[config.mk]
export PLATFORM = sky130hd
export DESIGN_NAME = dma_chan_ctrl
export DESIGN_NICKNAME = d
export VERILOG_FILES = /design/src/rtl/dcc_pkg.sv /design/src/rtl/dcc_chan_slice.sv /design/src/rtl/dcc_reset_seq.sv /design/src/rtl/dcc_global.sv /design/src/rtl/dma_chan_ctrl.sv
export SDC_FILE = /design/constraint.sdc
export NUM_CORES = 1
export LEC_CHECK = 0
export ABC_AREA = 0
export BUFFER_PORTS_ARGS = -buffer_cell sky130_fd_sc_hd__buf_2
export CAP_MARGIN = 20
export CELL_PAD_IN_SITES_DETAIL_PLACEMENT = 2
export CELL_PAD_IN_SITES_GLOBAL_PLACEMENT = 2
export CORE_AREA = 2 2 98 100
export CTS_BUF_LIST = sky130_fd_sc_hd__clkbuf_16
export DETAILED_ROUTE_END_ITERATION = 10
export DIE_AREA = 0 0 100 102
export PLACE_DENSITY = 0.76
export SKIP_LAST_GASP = 1
export SYNTH_ARGS = -nofsm -noshare
export SYNTH_HDL_FRONTEND = slang
export SYNTH_HIERARCHICAL = 1
export SYNTH_SLANG_ARGS = --single-unit
[constraint.sdc]
create_clock -name clk -period 2.48 [get_ports clk]
set_input_delay 0.248 -clock clk [delete_from_list [all_inputs] [get_ports clk]]
set_output_delay 0.248 -clock clk [all_outputs]
set_load 0.02 [all_outputs]
[src/rtl/dcc_pkg.sv]
package dcc_pkg;
   localparam int WORD_W      = 32;
   localparam int LANE_W      = 8;
   localparam int MAX_CH      = LANE_W;
   // word indices
   localparam int WORD_GLOBAL = 0;
   localparam int WORD_CHAN   = 1;
   localparam int WORD_ABORT  = 2;
   // channel word lanes
   localparam int EN_LSB      = 0;
   localparam int EN_WE_LSB   = 8;
   localparam int SUS_LSB     = 16;
   localparam int SUS_WE_LSB  = 24;
   // abort word lanes
   localparam int AB_LSB      = 0;
   localparam int AB_WE_LSB   = 8;
   // global word bits
   localparam int G_EN_BIT    = 0;
   localparam int G_RST_BIT   = 1;
   localparam int G_RUN_BIT   = 2;
   localparam int G_WE_OFF    = 8;
endpackage

[src/rtl/dcc_chan_slice.sv]
module dcc_chan_slice (
   input  logic clk,
   input  logic rst_n,
   input  logic clr,
   input  logic wr_chan,
   input  logic wr_abort,
   input  logic en_d,
   input  logic en_we,
   input  logic sus_d,
   input  logic sus_we,
   input  logic ab_d,
   input  logic ab_we,
   input  logic xfer_done,
   input  logic abort_done,
   output logic en_q,
   output logic sus_q,
   output logic ab_q
);
   logic en_n, sus_n, ab_n, sus_set;

   always_comb begin
      // cancel: software write, hardware completion wins
      ab_n = ab_q;
      if (wr_abort && ab_we) ab_n = ab_d;
      if (abort_done)        ab_n = 1'b0;

      // a pause request in the same write blocks a start request
      sus_set = wr_chan && sus_we && sus_d;

      en_n = en_q;
      if (wr_chan && en_we) begin
         if (!en_d)                    en_n = 1'b0;
         else if (!sus_set && !ab_q)   en_n = 1'b1;
      end
      if (xfer_done || abort_done) en_n = 1'b0;

      sus_n = sus_q;
      if (wr_chan && sus_we) sus_n = sus_d && !ab_q;
      if (en_q && !en_n)     sus_n = 1'b0;
   end

   always_ff @(posedge clk or negedge rst_n) begin
      if (!rst_n) begin
         en_q  <= 1'b0;
         sus_q <= 1'b0;
         ab_q  <= 1'b0;
      end else if (clr) begin
         en_q  <= 1'b0;
         sus_q <= 1'b0;
         ab_q  <= 1'b0;
      end else begin
         en_q  <= en_n;
         sus_q <= sus_n;
         ab_q  <= ab_n;
      end
   end
endmodule

[src/rtl/dcc_reset_seq.sv]
module dcc_reset_seq #(
   parameter int CYCLES = 4
) (
   input  logic clk,
   input  logic rst_n,
   input  logic start,
   output logic busy
);
   localparam int CW = $clog2(CYCLES + 1);

   if (CYCLES < 1) begin : g_bad_cycles
      $error("dcc_reset_seq: CYCLES must be at least 1");
   end

   logic [CW-1:0] cnt_q;

   always_ff @(posedge clk or negedge rst_n) begin
      if (!rst_n)            cnt_q <= '0;
      else if (cnt_q != '0)  cnt_q <= cnt_q - CW'(1);
      else if (start)        cnt_q <= CW'(CYCLES);
   end

   assign busy = (cnt_q != '0);
endmodule

[src/rtl/dcc_global.sv]
module dcc_global (
   input  logic clk,
   input  logic rst_n,
   input  logic clr,
   input  logic wr_en_bit,
   input  logic en_d,
   input  logic any_active,
   output logic ctrl_en_q,
   output logic running_q
);
   always_ff @(posedge clk or negedge rst_n) begin
      if (!rst_n) begin
         ctrl_en_q <= 1'b0;
         running_q <= 1'b0;
      end else begin
         if (clr)            ctrl_en_q <= 1'b0;
         else if (wr_en_bit) ctrl_en_q <= en_d;
         running_q <= ctrl_en_q | any_active;
      end
   end
endmodule

[src/rtl/dma_chan_ctrl.sv]
module dma_chan_ctrl #(
   parameter int NUM_CH     = 8,
   parameter int RST_CYCLES = 4,
   parameter int ADDR_W     = 2
) (
   input  logic                       clk,
   input  logic                       rst_n,
   input  logic                       host_wr,
   input  logic [ADDR_W-1:0]          host_addr,
   input  logic [dcc_pkg::WORD_W-1:0] host_wdata,
   output logic [dcc_pkg::WORD_W-1:0] host_rdata,
   input  logic [NUM_CH-1:0]          ch_xfer_done,
   input  logic [NUM_CH-1:0]          ch_idle,
   input  logic [NUM_CH-1:0]          ch_abort_done,
   output logic [NUM_CH-1:0]          ch_enable,
   output logic [NUM_CH-1:0]          ch_suspend,
   output logic [NUM_CH-1:0]          ch_abort,
   output logic                       ctrl_running
);
   import dcc_pkg::*;

   if (NUM_CH < 1 || NUM_CH > MAX_CH) begin : g_bad_num_ch
      $error("dma_chan_ctrl: NUM_CH must be 1..8");
   end
   if (ADDR_W < 2) begin : g_bad_addr_w
      $error("dma_chan_ctrl: ADDR_W must be at least 2");
   end

   logic rst_busy;
   logic ctrl_en_q;
   logic hit_glb, hit_chan, hit_abort;
   logic wr_glb, wr_chan, wr_abort;
   logic any_active;

   assign hit_glb   = (host_addr == ADDR_W'(WORD_GLOBAL));
   assign hit_chan  = (host_addr == ADDR_W'(WORD_CHAN));
   assign hit_abort = (host_addr == ADDR_W'(WORD_ABORT));

   assign wr_glb   = host_wr && hit_glb   && !rst_busy;
   assign wr_chan  = host_wr && hit_chan  && !rst_busy;
   assign wr_abort = host_wr && hit_abort && !rst_busy;

   for (genvar n = 0; n < NUM_CH; n++) begin : g_ch
      dcc_chan_slice u_slice (
         .clk        (clk),
         .rst_n      (rst_n),
         .clr        (rst_busy),
         .wr_chan    (wr_chan),
         .wr_abort   (wr_abort),
         .en_d       (host_wdata[EN_LSB + n]),
         .en_we      (host_wdata[EN_WE_LSB + n]),
         .sus_d      (host_wdata[SUS_LSB + n]),
         .sus_we     (host_wdata[SUS_WE_LSB + n]),
         .ab_d       (host_wdata[AB_LSB + n]),
         .ab_we      (host_wdata[AB_WE_LSB + n]),
         .xfer_done  (ch_xfer_done[n]),
         .abort_done (ch_abort_done[n]),
         .en_q       (ch_enable[n]),
         .sus_q      (ch_suspend[n]),
         .ab_q       (ch_abort[n])
      );
   end

   dcc_reset_seq #(.CYCLES(RST_CYCLES)) u_rst (
      .clk   (clk),
      .rst_n (rst_n),
      .start (wr_glb && host_wdata[G_RST_BIT + G_WE_OFF] && host_wdata[G_RST_BIT]),
      .busy  (rst_busy)
   );

   assign any_active = (|ch_enable) | ~(&ch_idle);

   dcc_global u_glb (
      .clk        (clk),
      .rst_n      (rst_n),
      .clr        (rst_busy),
      .wr_en_bit  (wr_glb && host_wdata[G_EN_BIT + G_WE_OFF]),
      .en_d       (host_wdata[G_EN_BIT]),
      .any_active (any_active),
      .ctrl_en_q  (ctrl_en_q),
      .running_q  (ctrl_running)
   );

   logic [WORD_W-1:0] rd_glb, rd_chan, rd_abort;

   always_comb begin
      rd_glb = '0;
      rd_glb[G_EN_BIT]  = ctrl_en_q;
      rd_glb[G_RST_BIT] = rst_busy;
      rd_glb[G_RUN_BIT] = ctrl_running;

      rd_chan = '0;
      rd_chan[EN_LSB  +: NUM_CH] = ch_enable;
      rd_chan[SUS_LSB +: NUM_CH] = ch_suspend;

      rd_abort = '0;
      rd_abort[AB_LSB +: NUM_CH] = ch_abort;

      if (hit_glb)        host_rdata = rd_glb;
      else if (hit_chan)  host_rdata = rd_chan;
      else if (hit_abort) host_rdata = rd_abort;
      else                host_rdata = '0;
   end
endmodule

Word level (Yosys, flattened, before mapping)
Cells that the tools add are included.
{ "totals": {"regBits": 29, "in_bits": 61, "output_inout_bits": 57, "elab_cells": 248} }
{ "op_classes": {"n_addsub": 1, "n_eq_ne": 2, "n_mux": 95, "bitwise_logic": 3, "reduce_logical": 120} }
{ "ops": {"columns": ["cell", "n"], "rows": [
  ["1-bit 2-to-1 mux", 90],
  ["1-bit logical AND", 65],
  ["3-bit nonzero test", 17],
  ["24-bit 2-to-1 mux", 2],
  ["1-bit zero test", 25],
  ["1-bit logical OR", 8],
  ["8-bit 2-to-1 mux", 1],
  ["8-bit AND reduction", 1],
  ["8-bit OR reduction", 1],
  ["3-bit 2-to-1 mux", 2],
  ["2-bit nonzero test", 2],
  ["3-bit by 1-bit subtractor with 3-bit output (second input constant)", 1],
  ["2-bit by 1-bit equality test with 1-bit output (second input constant)", 1],
  ["2-bit equality test (second input constant)", 1],
  ["2-bit zero test", 1],
  ["1-bit bitwise OR", 2],
  ["1-bit inverter", 1]
]} }

Longest topological paths before layout
Gate-level depths: netlist (run 1).
{ "logic_depth": {"word_depth": 15, "mapped_depth": 8, "mapped_depth_nobuf": 8} }

By module
The synthesis (run 1) kept the hierarchy.
{ "by_module_without_submodules": {"columns": ["mod", "instances", "cells_each", "area_each_um2", "seq_area_each_um2"], "rows": [
  ["dcc_chan_slice", 8, 17, 162.7, 75.1],
  ["dma_chan_ctrl", 1, 51, 375.4, 0.0],
  ["dcc_reset_seq", 1, 16, 142.6, 75.1],
  ["dcc_global", 1, 5, 70.1, 50.0]
]} }

Least setup slack after synthesis (run 1)
OpenSTA, ideal clock, no wires.
{ "synth_path": {"kind": "register -> register", "from": "register u_rst.cnt_q[0]", "to": "register g_ch[0].u_slice.sus_q", "setup_time_ns": 0.097, "arrival_ns": 2.253, "required_time_ns": 2.383, "slack_ns": 0.129, "path_stages_with_launch": 7, "path_buffers": 0, "period_less_slack_ns": 2.351, "cell_sequence": "dfrtp_1 nor2_1 ha_1 inv_1 and3b_1 nand4_1 a221oi_2"} }
{ "synth_via": {"elab_chain_cells": 15, "word_cells_on_any_way": 17, "classes_between": "mux: 6; reduce/logical: 11"} }
{ "synth_lines": {"columns": ["item", "line", "text"], "rows": [
  ["start, declared", "dcc_reset_seq.sv:15", "logic [CW-1:0] cnt_q;"],
  ["start signal, assigned", "dcc_reset_seq.sv:19", "else if (cnt_q != '0) cnt_q <= cnt_q - CW'(1);"],
  ["start signal, assigned", "dcc_reset_seq.sv:20", "else if (start) cnt_q <= CW'(CYCLES);"],
  ["3-bit nonzero test (*)", "dcc_reset_seq.sv:23", "assign busy = (cnt_q != '0);"],
  ["via rst_busy", "dma_chan_ctrl.sv:29", "logic rst_busy;"],
  ["1-bit zero test (*)", "dma_chan_ctrl.sv:40", "assign wr_chan = host_wr && hit_chan && !rst_busy;"],
  ["1-bit logical AND (*)", "dma_chan_ctrl.sv:40", null],
  ["via wr_chan", "dma_chan_ctrl.sv:32", "logic wr_glb, wr_chan, wr_abort;"],
  ["1-bit logical AND", "dcc_chan_slice.sv:28, dcc_chan_slice.sv:38", null],
  ["1-bit logical AND", "dcc_chan_slice.sv:28", "sus_set = wr_chan && sus_we && sus_d;"],
  ["1-bit zero test", "dcc_chan_slice.sv:33", "else if (!sus_set && !ab_q) en_n = 1'b1;"],
  ["1-bit logical AND", "dcc_chan_slice.sv:33", null],
  ["1-bit 2-to-1 mux", "dcc_chan_slice.sv:33", null],
  ["1-bit 2-to-1 mux", "dcc_chan_slice.sv:32", "if (!en_d) en_n = 1'b0;"],
  ["1-bit 2-to-1 mux", "dcc_chan_slice.sv:31", "if (wr_chan && en_we) begin"],
  ["1-bit 2-to-1 mux", "dcc_chan_slice.sv:35", "if (xfer_done || abort_done) en_n = 1'b0;"],
  ["1-bit zero test", "dcc_chan_slice.sv:39", "if (en_q && !en_n) sus_n = 1'b0;"],
  ["1-bit logical AND", "dcc_chan_slice.sv:39", null],
  ["1-bit 2-to-1 mux", "dcc_chan_slice.sv:39", null],
  ["1-bit 2-to-1 mux", "dcc_chan_slice.sv:47", "end else if (clr) begin"],
  ["end signal, assigned", "dcc_chan_slice.sv:53", "sus_q <= sus_n;"],
  ["end, declared", "dcc_chan_slice.sv:16", "output logic sus_q,"]
]} }
The timed path passes the listed nets; every way through them passes the cells marked *.
A chain may end at the register's enable or synchronous reset.

Final worst setup path (run 1)
{ "layout_path": {"from": "register u_rst.cnt_q[0]", "to": "output port host_rdata[1] in the netlist's numbering"} }
{ "layout_via": {"elab_chain_cells": 2} }
{ "layout_lines": {"columns": ["item", "line", "text"], "rows": [
  ["3-bit nonzero test", "dcc_reset_seq.sv:23", null],
  ["via rst_busy", "dma_chan_ctrl.sv:29", null],
  ["24-bit 2-to-1 mux", "dma_chan_ctrl.sv:99", "if (hit_glb) host_rdata = rd_glb;"],
  ["end, declared", "dma_chan_ctrl.sv:11", "output logic [dcc_pkg::WORD_W-1:0] host_rdata,"]
]} }
The timed path passes the listed nets, and every way through them passes these cells.

==> results of run 1 <==
-- final cells by class --
cell class | instances | area (sq um) | area share, %
multi-input cells | 165 | 1056 | 39.75
clock inverters | 2 | 7.507 | 0.2826
repair buffers | 109 | 565.5 | 21.29
well taps | 111 | 138.9 | 5.228
inverters | 10 | 37.54 | 1.413
flip-flops and latches | 29 | 725.7 | 27.32
clock buffers | 5 | 125.1 | 4.710
-- Yosys cell counts, drive strengths merged --
master	instances
nand2	42
dfrtp	29
buf	16
nor3	16
mux2i	12
nor2	11
inv	10
nand4	10
o21ai	10
and2	9
a221oi	8
a41oi	8
a22o	5
clkbuf	3
nor2b	3
o2bb2ai	3
or4	3
a21oi	1
and3	1
and3b	1
conb	1
ha	1
nand2b	1
nand3	1
nor4b	1
nor4bb	1
or2	1
-- sequential cells by signal, indices dropped and copies added, names as in the netlist --
| name | count |
|---|---|
| u_rst/cnt_q | 3 |
| g_ch.u_slice/en_q | 8 |
| u_glb/ctrl_en_q | 1 |
| g_ch.u_slice/ab_q | 8 |
| u_glb/running_q | 1 |
| g_ch.u_slice/sus_q | 8 |
-- logic make-up after synthesis --
| kind of cell | synth area share [%] |
|---|---|
| simple gates | 27.02 |
| compound gates | 18.34 |
| buf+inv | 9.007 |
| flops | 38.41 |
| mux | 6.358 |
| fa+ha+maj | 0.6621 |
| other cells | 0.1985 |
-- where the power goes --
group          switching, mW  leakage, nW  internal, mW
Sequential            0.0204        0.394         0.502
Combinational          0.261        0.840         0.130
Clock                  0.192       0.0685         0.357
-- through the flow --
step                      setup slack (ns)  total power, mW
after floorplan                     0.1294           0.7484
after global placement              0.5072           0.8981
after detailed placement            0.3077           0.9267
after CTS                           0.1992            1.486
after global routing               0.06549            1.560
final                               0.2312            1.464
-- worst reg2reg max path: stages (launching register included) --
cell and delay [ns]:
dfrtp_1 0.40, nor2_1 0.19, ha_1 0.24, inv_1 0.07
and3b_1 0.51, buf_4 0.25, nand4_1 0.14, a221oi_2 0.30
-- per-layer routing --
metal  wire length (um)  GRT usage [%]  up-vias
li1                   -              -      944
met1               3133          17.99      999
met2               3657          26.66       77
met3                353          2.668        9
met4                 87          3.793        0
met5                  0              0        -
-- worst paths after layout --
check / slack [ns] / cells past startpoint / end
max: 0.23 / 8 / host_rdata[1]
min: 0.03 / 1 / g_ch[4].u_slice/en_q
max reg2reg: 0.29 / 7 / g_ch[4].u_slice/sus_q
min reg2reg: 0.53 / 2 / u_rst/cnt_q[1]
max in group asynchronous: 2.00 / 1 / g_ch[4].u_slice/ab_q
min in group clk: 0.16 / 2 / g_ch[4].u_slice/ab_q
==> flow_results.org, run 1 <==
** Run status
- The flow ran to the end, and the final reports show no timing, DRC or antenna violations.

** Die
- Once the floorplan was initialized, standard cells occupied between 20% and 30% of the core.
- Pin placement for this block handled roughly 120 I/O pins.
- CORE AREA :: 9109 sq um
- Floorplan die area :: about 10000 sq um
- Die Width :: approximately 100 um
- The floorplan has 35 rows.
- Floorplan die height :: 102 um

** Timing
- Final number of max-transition violations :: 0
- Setup repair after global routing missed its margin :: false
- Highest Clock Rate :: roughly 440 MHz
- The worst path in the final design needs a cycle of between 2 and 2.5 ns, including I/O delays and setup.
- Setup total negative slack on the finished layout was measured at 0 ns.
- Setup violations remaining at the end of the flow were counted as 0.
- On the final layout, the worst clock skew is between 0.003 and 0.004 ns.
- Of the available clock period, the critical path in the final layout requires roughly nine tenths.
- Final hold analysis gives a worst-case slack of approximately 0.025 ns.
- The total count of hold-check failures in the final report was 0.
- Worst slew margin relative to its limit :: 53.37%
- Transition time at the pin with the least slew margin :: 0.6995 ns

** Layout
- The filler cells instantiated in the layout total ~1100.
- Cells fill between 20% and 30% of the core in the end.
- Proportion of layout cells with a drive suffix above 1 :: 43.75%
- Number of nets in the finished design :: roughly 380
- Growth of design area from synthesis to finish :: 40.60%
- The top cell types in the final layout, fill and taps aside, are 101 x buf_2, 42 x nand2_1, 29 x dfrtp_1.
- 0 antenna diodes ended up in the layout.
- Non-filler instance count after layout :: approximately 430
- Leaving out fill and tap cells, the most frequent cell in the layout is buf_2.
- Area of all placed cells without fillers :: ~2700 sq um

** Placed design
- Total of buffers placed on input and output ports :: just over 100
- Placed wire-length estimate :: ~5800 um
- Summing all placed instances gives a cell area of approximately 2500 sq um.
- Counting tap cells, the placed design contains a total of between 400 and 500 instances.
- Routability Congestion :: ~0.7

** Job
- Max-cap violations in this run came to 0.

** Worst setup path
- Combined buffer and inverter count along the critical path :: 4
- Type of element launching the critical path :: flop
- Data on the critical path is required at its endpoint by between 2 and 2.5 ns.
- Kind of cell adding the most delay to the critical path :: buffers and inverters
- The worst setup path is captured at an output pin.
- Arrival time at the worst endpoint :: around 2.0 ns
- Start point of the critical path :: u_rst/cnt_q[0]
- By startpoint and endpoint, the worst setup path is classified as reg -> out.
- Stage delay of the slowest cell on the critical path :: about 0.38 ns
- The worst register-to-register path begins at u_rst/cnt_q[0].
- Top cell by count, worst path :: buf_4
- The critical path goes through nor2_1 > ha_1 > inv_1 > buf_4 > buf_4 > mux2i_1 > o2bb2ai_1 > buf_2.
- Critical-path cell with the highest stage delay :: dfrtp_1
- Critical-path maximum fanout :: 19

** Synth
- The cell area that synthesis handed to floorplanning was 1889 sq um.
- The Yosys step of the flow raised 6 warnings.
- After synthesis, flip-flops and latches occupy between 30 and 40% of the total area.
- After synthesis, the cell types taking the most area are dfrtp_1 38%, nand2_1 8.3%, mux2i_1 6.4%.
- Mean Syn Cell Area :: ~9 sq um
- Instance count of the mapped netlist :: ~210
- Yosys reg bits :: 29
- Number of distinct library cells after synthesis :: 31
- Post-synthesis cell type with the largest combined area :: dfrtp_1
- Post-synth top area share :: around two fifths

** Global routing
- The first global-routing pass estimated about 12000 um of wire.
- The via count of the first global-routing pass was approximately 2300.
- Entering global routing, the biggest net connects 30 pins.
- Global-route total usage across every layer :: 14.68%
- Number of antenna violations at the first check in global routing :: 0
- GRT Residual Overflow :: 0

** Detailed routing
- After detailed routing, the total wire length is approximately 7200 um.
- Via/cell ratio :: about 4.7
- Total iterations of the first detailed-routing run :: 4
- # DRC :: 0
- The detailed router finished its first iteration with 24 violations.
- Count of antenna-violating nets left after detailed routing :: 0
- Wirelength per Cell :: roughly 17 um
- The routed layout has 2029 vias.

** Clock network
- The number of gates resized after CTS was 0.
- TritonCTS built the clock tree.
- CTS Sinks :: 29
- Clock-pin slew was measured on the worst setup and hold paths at roughly 0.050 ns.
- The clock passes through at most 2 buffers.
- After clock tree synthesis, the setup repair step added 0 buffers.
- TritonCTS Buffers :: 5
- The clock reaches the later pin of the worst-skew pair after approximately 0.27 ns.
- Post-CTS Hold Fix Bufs :: 0
- The H-tree generated during clock tree synthesis spans 2 levels.
- Cell chosen for the clock root :: clkbuf_16

** Min path
- Class of the tightest hold or removal check :: in -> async

** Pwr
- The analysis attributes to cell leakage a power of around 1.3 nW.
- Across the VDD grid, the largest voltage drop is approximately 0.17 mV.
- Power density over the cells :: 551.1 nW/um^2
(Power assumes the default switching activity.)
==> run 2, diff against run 1 <==
--- a/config.mk
+++ b/config.mk
@@ -10,13 +10,12 @@
 export CAP_MARGIN = 20
 export CELL_PAD_IN_SITES_DETAIL_PLACEMENT = 2
 export CELL_PAD_IN_SITES_GLOBAL_PLACEMENT = 2
-export CORE_AREA = 2 2 98 100
+export CORE_AREA = 2 2 103 105
 export CTS_BUF_LIST = sky130_fd_sc_hd__clkbuf_16
 export DETAILED_ROUTE_END_ITERATION = 10
-export DIE_AREA = 0 0 100 102
-export PLACE_DENSITY = 0.76
+export DIE_AREA = 0 0 105 107
+export PLACE_DENSITY = 0.75
 export SKIP_LAST_GASP = 1
 export SYNTH_ARGS = -nofsm -noshare
 export SYNTH_HDL_FRONTEND = slang
-export SYNTH_HIERARCHICAL = 1
 export SYNTH_SLANG_ARGS = --single-unit
==> flow_results.org, run 2 <==
** Run status
- Outcome :: finished, final reports clean

** Clock network
- Counting every sink on the clock net gives 29.
- Maximum count of clock buffers along a single path :: 2
- The H-tree was split into 2 levels.
- Hold repair after CTS inserted 0 buffers.
- Buffers added to address setup during post-CTS repair amount to 0.
- TritonCTS created 5 clock buffers.
- Post-CTS Resized :: 0
- Clock slew at reported path FFs :: 0.05 ns
- TritonCTS built the clock tree.
- For the worst-skew pair, the clock arrives at the later sink with an insertion delay of approximately 0.27 ns.
- Cell chosen for the clock root :: clkbuf_16

** Layout
- Growth of design area from synthesis to finish :: 24.88%
- In the final layout, the registers with the most flip-flops are g_ch.u_slice.ab_q: 8 flops, g_ch.u_slice.en_q: 8 flops, g_ch.u_slice.sus_q: 8 flops.
- Most common library cell in the layout ignoring fill and taps :: buf_2
- Most used cells in the layout excluding fill and tap cells :: 101 x buf_2, 29 x dfrtp_1, 16 x conb_1
- Number of nets in the finished design :: around 380
- The filler cells instantiated in the layout total about 1200.
- In the final layout, the share of cells above drive strength 1 is 38.49%.
- The number of antenna diodes in the final layout is 0.

** Pwr
- Overall Power :: approximately 1.5 mW
- For this design the static power due to leakage is 1.349 nW.
- VDD sags by at most ~0.24 mV.
- Power density over the cells :: 542.1 nW/um^2

** Synth
- Warnings from Yosys :: 0
- Post-synthesis cell type with the largest combined area :: dfrtp_1
- Top post-synthesis cells by area :: dfrtp_1 34%, buf_4 14%, a2111oi_2 4.2%
- After synthesis, the mean cell area works out to between 8 and 9 sq um.
- Primary FF master, synth :: dfrtp_1
- The mapped netlist covers approximately 2200 sq um.
- Instance count of the mapped netlist :: around 240
- Yosys reg bits :: 29
- Post-synthesis async set-or-reset flop share :: 100.0%
- Top post-synthesis cells by count :: 41 x buf_4, 29 x dfrtp_1, 14 x nand2_1
- After synthesis, the largest area contributor takes up roughly a third of total cell area.
- Sequential elements use roughly a third of the synthesized area.
- Number of distinct library cells after synthesis :: 33
- In the post-synthesis netlist, the cell with the most instances is buf_4.
- The synthesized design contains 0 enable-type register cells.

** Detailed routing
- Via/cell ratio :: 4.541
- In this run, the number of DRC markers left after iteration 0 of detailed routing was 29.
- Detailed-route wire length :: approximately 7600 um
- Count of antenna-violating nets left after detailed routing :: 0
- # DRC :: 0
- The first detailed-routing pass took 4 iterations.
- After detailed routing, the average wire length per cell comes to between 15 and 20 um.
- Vias :: between 2000 and 2500

** Timing
- Setup repair after global routing missed its margin :: false
- Tcrit/Tclk final :: 83.58%
- After layout, the minimum clock period comes to 2.073 ns.
- Setup total negative slack on the finished layout was measured at 0 ns.
- Final number of max-transition violations :: 0
- Setup violations remaining at the end of the flow were counted as 0.
- Worst clock skew :: between 0.002 and 0.003 ns
- The total count of hold-check failures in the final report is 0.
- The worst pin sits at a relative slew slack of a little over half.
- Transition time at the pin with the least slew margin :: a little over 0.7 ns
- Highest Clock Rate :: ~480 MHz

** Job
- Across the run, the number of max-cap violations was 0.

** Die
- For this design the top-level I/O count stands at roughly 120.
- The die covers approximately 11000 sq um.
- Floorplan die height :: 107 um
- The floorplan step set the die width to ~110 um.
- Standard-cell rows :: 37
- CORE AREA :: a little over 10000 sq um
- Once the floorplan was initialized, standard cells occupied a little over a fifth of the core.

** Worst setup path
- The endpoint identified for the worst register-to-register timing path is g_ch[2].u_slice.sus_q.
- The worst register-to-register path begins at u_rst.cnt_q[1].
- STA classifies the critical path endpoint as an output pin.
- STA puts the critical path data arrival time at about 1.8 ns.
- Type of element launching the critical path :: flop
- Start point of the critical path :: u_rst.cnt_q[1]
- Worst reg2reg setup slack :: roughly 0.74 ns
- In this run the worst setup path terminates at host_rdata[1].
- Along the worst path, the maximum fanout reaches 14.
- Kind of critical path :: reg -> out
- At the worst endpoint, the required time is around 2.2 ns.
- Counting cells, the worst reg-to-reg path comes to 3.

** Min path
- In this run the worst hold path is classified as in -> async.

** Placed design
- Total of buffers placed on input and output ports :: about 100
- Placed wire-length estimate :: 6027 um
- Routability-driven placement finished with a final weighted congestion of between 0.7 and 0.8.

** Global routing
- GRT Residual Overflow :: 0
- The initial antenna violation count is 1.
- The first global-routing pass estimated about 12000 um of wire.
- Global routing used 13.67% of the available tracks across all layers.
- Pin count of the biggest net entering global routing :: 30
- The via count of the first global-routing pass is around 2300.
[run 2: layout make-up]
class,count,area [sq um],share of cell area (%)
repair buffers,107,550.5,20.39
clock buffers,5,125.1,4.634
multi-input cells,166,1091,40.41
well taps,136,170.2,6.302
flip-flops and latches,29,725.7,26.88
inverters,8,30.03,1.112
clock inverters,2,7.507,0.2780
[run 2: logic make-up (layout without fill, tap and decap cells)]
| group | after synthesis | in the layout | share of synthesized area, % |
|---|---|---|---|
| mux | 4 | 4 | 1.852 |
| flops | 29 | 29 | 33.56 |
| buf+inv | 62 | 122 | 18.81 |
| compound gates | 58 | 58 | 22.40 |
| simple gates | 88 | 88 | 23.21 |
| other cells | 1 | 16 | 0.1734 |
[run 2: metal layers]
metal  vias up  track usage [%]  share of wire (%)
met3         2            3.647                5.5
met5         -                0                  0
met2        57            26.11                 53
met4         0            2.000               0.29
li1        975                -                  -
met1      1023            15.45                 41
[run 2: worst min-delay path by stage]
stage	start	to	slack [ns]	cells past startpoint
final	rst_n	g_ch[2].u_slice.ab_q	0.03	1
after global routing	rst_n	g_ch[6].u_slice.sus_q	0.10	1
after CTS	rst_n	g_ch[6].u_slice.en_q	0.06	1
after detailed placement	rst_n	g_ch[6].u_slice.en_q	0.35	1
after global placement	rst_n	g_ch[6].u_slice.sus_q	0.34	1
after floorplan	rst_n	g_ch[0].u_slice.ab_q	-0.05	0
[run 2: critical path: stages, from the launching register on]
cell,delay [ns]
dfrtp_1,0.43
or3_1,0.65
mux2i_1,0.22
o21ai_0,0.10
buf_2,0.17
[run 2: stage by stage]
stage               worst slack [ns]  hold WS, ns  std cells  utilization (%)  area, sq um
floorplan                     0.5937     -0.04759        257                -         2218
global placement              0.7171       0.3360        446            25.44         2567
detailed placement            0.6672       0.3536        446            25.44         2567
CTS                           0.3751      0.06203        453            26.75         2700
global route                  0.2765       0.1046        453            26.75         2700
finish                        0.4073      0.03383        453            26.75         2700
[run 2: where the power goes]
| part | internal [mW] | switching, mW | total [mW] |
|---|---|---|---|
| clock | 0.358 | 0.197 | 0.555 |
| sequential | 0.510 | 0.0309 | 0.541 |
| combinational | 0.141 | 0.227 | 0.368 |
| total | 1.01 | 0.454 | 1.46 |
==> run 3, diff against run 2 <==
--- a/config.mk
+++ b/config.mk
@@ -10,11 +10,11 @@
 export CAP_MARGIN = 20
 export CELL_PAD_IN_SITES_DETAIL_PLACEMENT = 2
 export CELL_PAD_IN_SITES_GLOBAL_PLACEMENT = 2
-export CORE_AREA = 2 2 103 105
+export CORE_AREA = 2 2 98 100
 export CTS_BUF_LIST = sky130_fd_sc_hd__clkbuf_16
 export DETAILED_ROUTE_END_ITERATION = 10
-export DIE_AREA = 0 0 105 107
-export PLACE_DENSITY = 0.75
+export DIE_AREA = 0 0 100 102
+export PLACE_DENSITY = 0.78
 export SKIP_LAST_GASP = 1
 export SYNTH_ARGS = -nofsm -noshare
 export SYNTH_HDL_FRONTEND = slang
==> constraint.sdc (replaced) <==
create_clock -name clk -period 2 [get_ports clk]
set_input_delay 0.2 -clock clk [delete_from_list [all_inputs] [get_ports clk]]
set_output_delay 0.2 -clock clk [all_outputs]
set_load 0.02 [all_outputs]
==> flow_results.org, run 3 (synthesis gave the netlist of run 2 again) <==
** Timing
- Timing would allow up to between 500 and 600 MHz.
- Final hold analysis gives a worst-case slack of -0.03980 ns.
- Setup repair after global routing missed its margin :: false
- At the pin with the least slew margin, the transition time is 0.6561 ns.
- Setup TNS Final :: 0 ns
- Clock skew on the completed layout was measured at roughly 0.004 ns.
- Least setup slack across all paths after layout :: around 0.15 ns
- Worst slew margin relative to its limit :: 56.26%
- The total count of hold-check failures in the final report came to 29.
- The count of final max-slew check failures is 0.
- Fin crit period :: ~1.8 ns
- Setup violations remaining at the end of the flow were counted as 0.
- The worst path uses between 90% and 100% of the clock period.

** Placed design
- Timing analysis after detailed placement gives a worst setup slack of 0.3032 ns.
- Routability Congestion :: between 0.7 and 0.8
- Placed wire-length estimate :: between 5000 and 6000 um
- Placed inst area :: ~2600 sq um
- Input and output buffers added on the ports amount to 101.

** Global routing
- The initial antenna violation count is 0.
- In the global route stage, overall resource usage came out at around 15%.
- Vias in the first global route :: 2328
- Pin count of the biggest net entering global routing :: 33
- The first global-routing pass estimated around 12000 um of wire.
- GRT Residual Overflow :: 0

** Die
- Once the floorplan was initialized, standard cells occupied between 20% and 30% of the core.
- The die covers about 10000 sq um.
- Floorplan die height :: between 100 and 150 um
- Die Width :: around 100 um
- I/O pin total :: around 120
- CORE AREA :: about 9100 sq um
- The initialized floorplan defines 35 standard-cell rows.

** Layout
- Registers with the most flip-flops :: g_ch.u_slice.ab_q: 8 flops, g_ch.u_slice.en_q: 8 flops, g_ch.u_slice.sus_q: 8 flops
- Most common library cell in the layout ignoring fill and taps :: buf_2
- After routing the design area is 2705 sq um.
- Fill cells in the final layout number between 1000 and 1500.
- Cells with a size suffix above 1 make up 39.06% of the layout.
- Footprint of the multi-input gates :: approximately 1100 sq um
- Growth of design area from synthesis to finish :: 25.12%
- Storage element area :: just over 700 sq um
- Diodes inserted :: 0
- The top cell types in the final layout, fill and taps aside, are 101 x buf_2, 29 x dfrtp_1, 16 x conb_1.
- After the last flow step, the layout net total stands at 380.

** Worst setup path
- STA puts the critical path data required time at approximately 1.8 ns.
- In this run the number of cells on the critical path is 4.
- The slowest stage of the critical path is the or3_4 cell.
- For the worst flop-to-flop path, the logic depth is 4.
- The number of buffers and inverters on the critical path is 1.
- The worst setup path is of the reg -> out kind.
- Setup crit end kind :: output pin
- Type of element launching the critical path :: flop
- In this run the worst path has a maximum fanout of 10.
- In this design, the stage delay of the slowest critical-path cell is 0.49 ns.
- In this run the critical register-to-register path is launched from u_rst.cnt_q[1].
- The setup check on the worst reg-to-reg path leaves a slack of roughly 0.45 ns.
- Arrival time at the worst endpoint :: 1.65 ns
- The signal on the critical path passes through or3_4 > mux2i_1 > o21ai_0 > buf_2.
- Kind of cell adding the most delay to the critical path :: simple AND/OR/NAND/NOR gates
- Tracing the worst setup path back leads to its startpoint at u_rst.cnt_q[1].

** Pwr
- Combinational cells account for approximately 26% of the total power.
- Total net switching power :: 0.5470 mW
- In this run, flip-flops and latches consume around 37% of the power.
- Leak Pwr :: between 1 and 1.5 nW
- Net switching is 30.27% of the power.
- In this run, the clock network consumes about 37% of the power.
- Internal power :: about 1.3 mW
- Power density over the cells :: ~670 nW/um^2
- Across the VDD grid, the largest voltage drop is approximately 0.23 mV.

** Run status
- Violations in the final reports :: hold timing
- The flow ran to the end, but the final reports show violations.

** Clock network
- Post-CTS setup buffer count :: 0
- Cell chosen for the clock root :: clkbuf_16
- Maximum count of clock buffers along a single path :: 2
- The H-tree was split into 2 levels.
- For this design, the sink count on the clock tree is 29.
- Post-CTS Resized :: 0
- The number of hold buffers added after CTS was 0.
- TritonCTS clock tree :: done
- TritonCTS Buffers :: 5
- Clock latency on the worst-skew pair :: 0.27 ns
- Clock slew at reported path FFs :: about 0.050 ns

** Detailed routing
- Dividing the detail-routed via count by the number of cells gives 4.926.
- For this run, the detailed router's first-pass iteration total came to 4.
- Wires add up to ~7400 um.
- In the routed design, unresolved DRC markers number 0.
- Wirelength per Cell :: roughly 17 um
- The routed layout has between 2000 and 2500 vias.
- After the first detailed-routing iteration, the DRC count stood at 31.
- Once detail routing completed, the nets flagged for antenna violations numbered 0.

** Job
- The tool flagged a number of max-cap violations equal to 0.

** Min path
- The path class of the tightest hold or removal check is in -> async.
[run 3: through the flow]
stage	util [%]	cells	hold slack, ns	total power [mW]
after floorplan	-	257	-0.09559	1.019
after global placement	28.15	423	0.2868	1.131
after detailed placement	28.15	423	0.2947	1.147
after CTS	29.64	431	0.0003434	1.842
after global routing	29.70	431	0.03143	1.915
final	29.70	431	-0.03980	1.807
[run 3: final timing paths]
kind                                         endpoint
worst min register to register  g_ch[6].u_slice.sus_q
worst min-delay path            g_ch[2].u_slice.sus_q
max in group asynchronous             u_glb.ctrl_en_q
worst max-delay path                    host_rdata[1]
worst max register to register  g_ch[0].u_slice.sus_q
min in group clk                 g_ch[7].u_slice.ab_q
[run 3: routing by layer]
metal  up-vias  part of all wire (%)  wire, um  GRT usage [%]
met2        59                    53      3934          28.64
met3         7                   5.0       366          2.873
met5         -                     0         0              0
met1      1071                    41      3010          17.08
li1        986                     -         -              -
met4         0                  0.88        65          3.583
[run 3: layout make-up]
| type | instances | area share (%) |
|---|---|---|
| multi-input combinational | 166 | 40.52 |
| sequential | 29 | 26.83 |
| timing repair buffer | 109 | 21.37 |
| tap | 111 | 5.134 |
| clock buffer | 5 | 4.625 |
| inverter | 8 | 1.110 |
| clock inverter | 3 | 0.4163 |
[run 3: power groups by stage]
stage / clock [mW] / sequential (mW) / combinational [mW]
floorplan: 0 / 0.668 / 0.352
global placement: 0 / 0.679 / 0.453
detailed placement: 0 / 0.681 / 0.466
CTS: 0.702 / 0.672 / 0.468
global route: 0.725 / 0.681 / 0.509
finish: 0.676 / 0.671 / 0.460
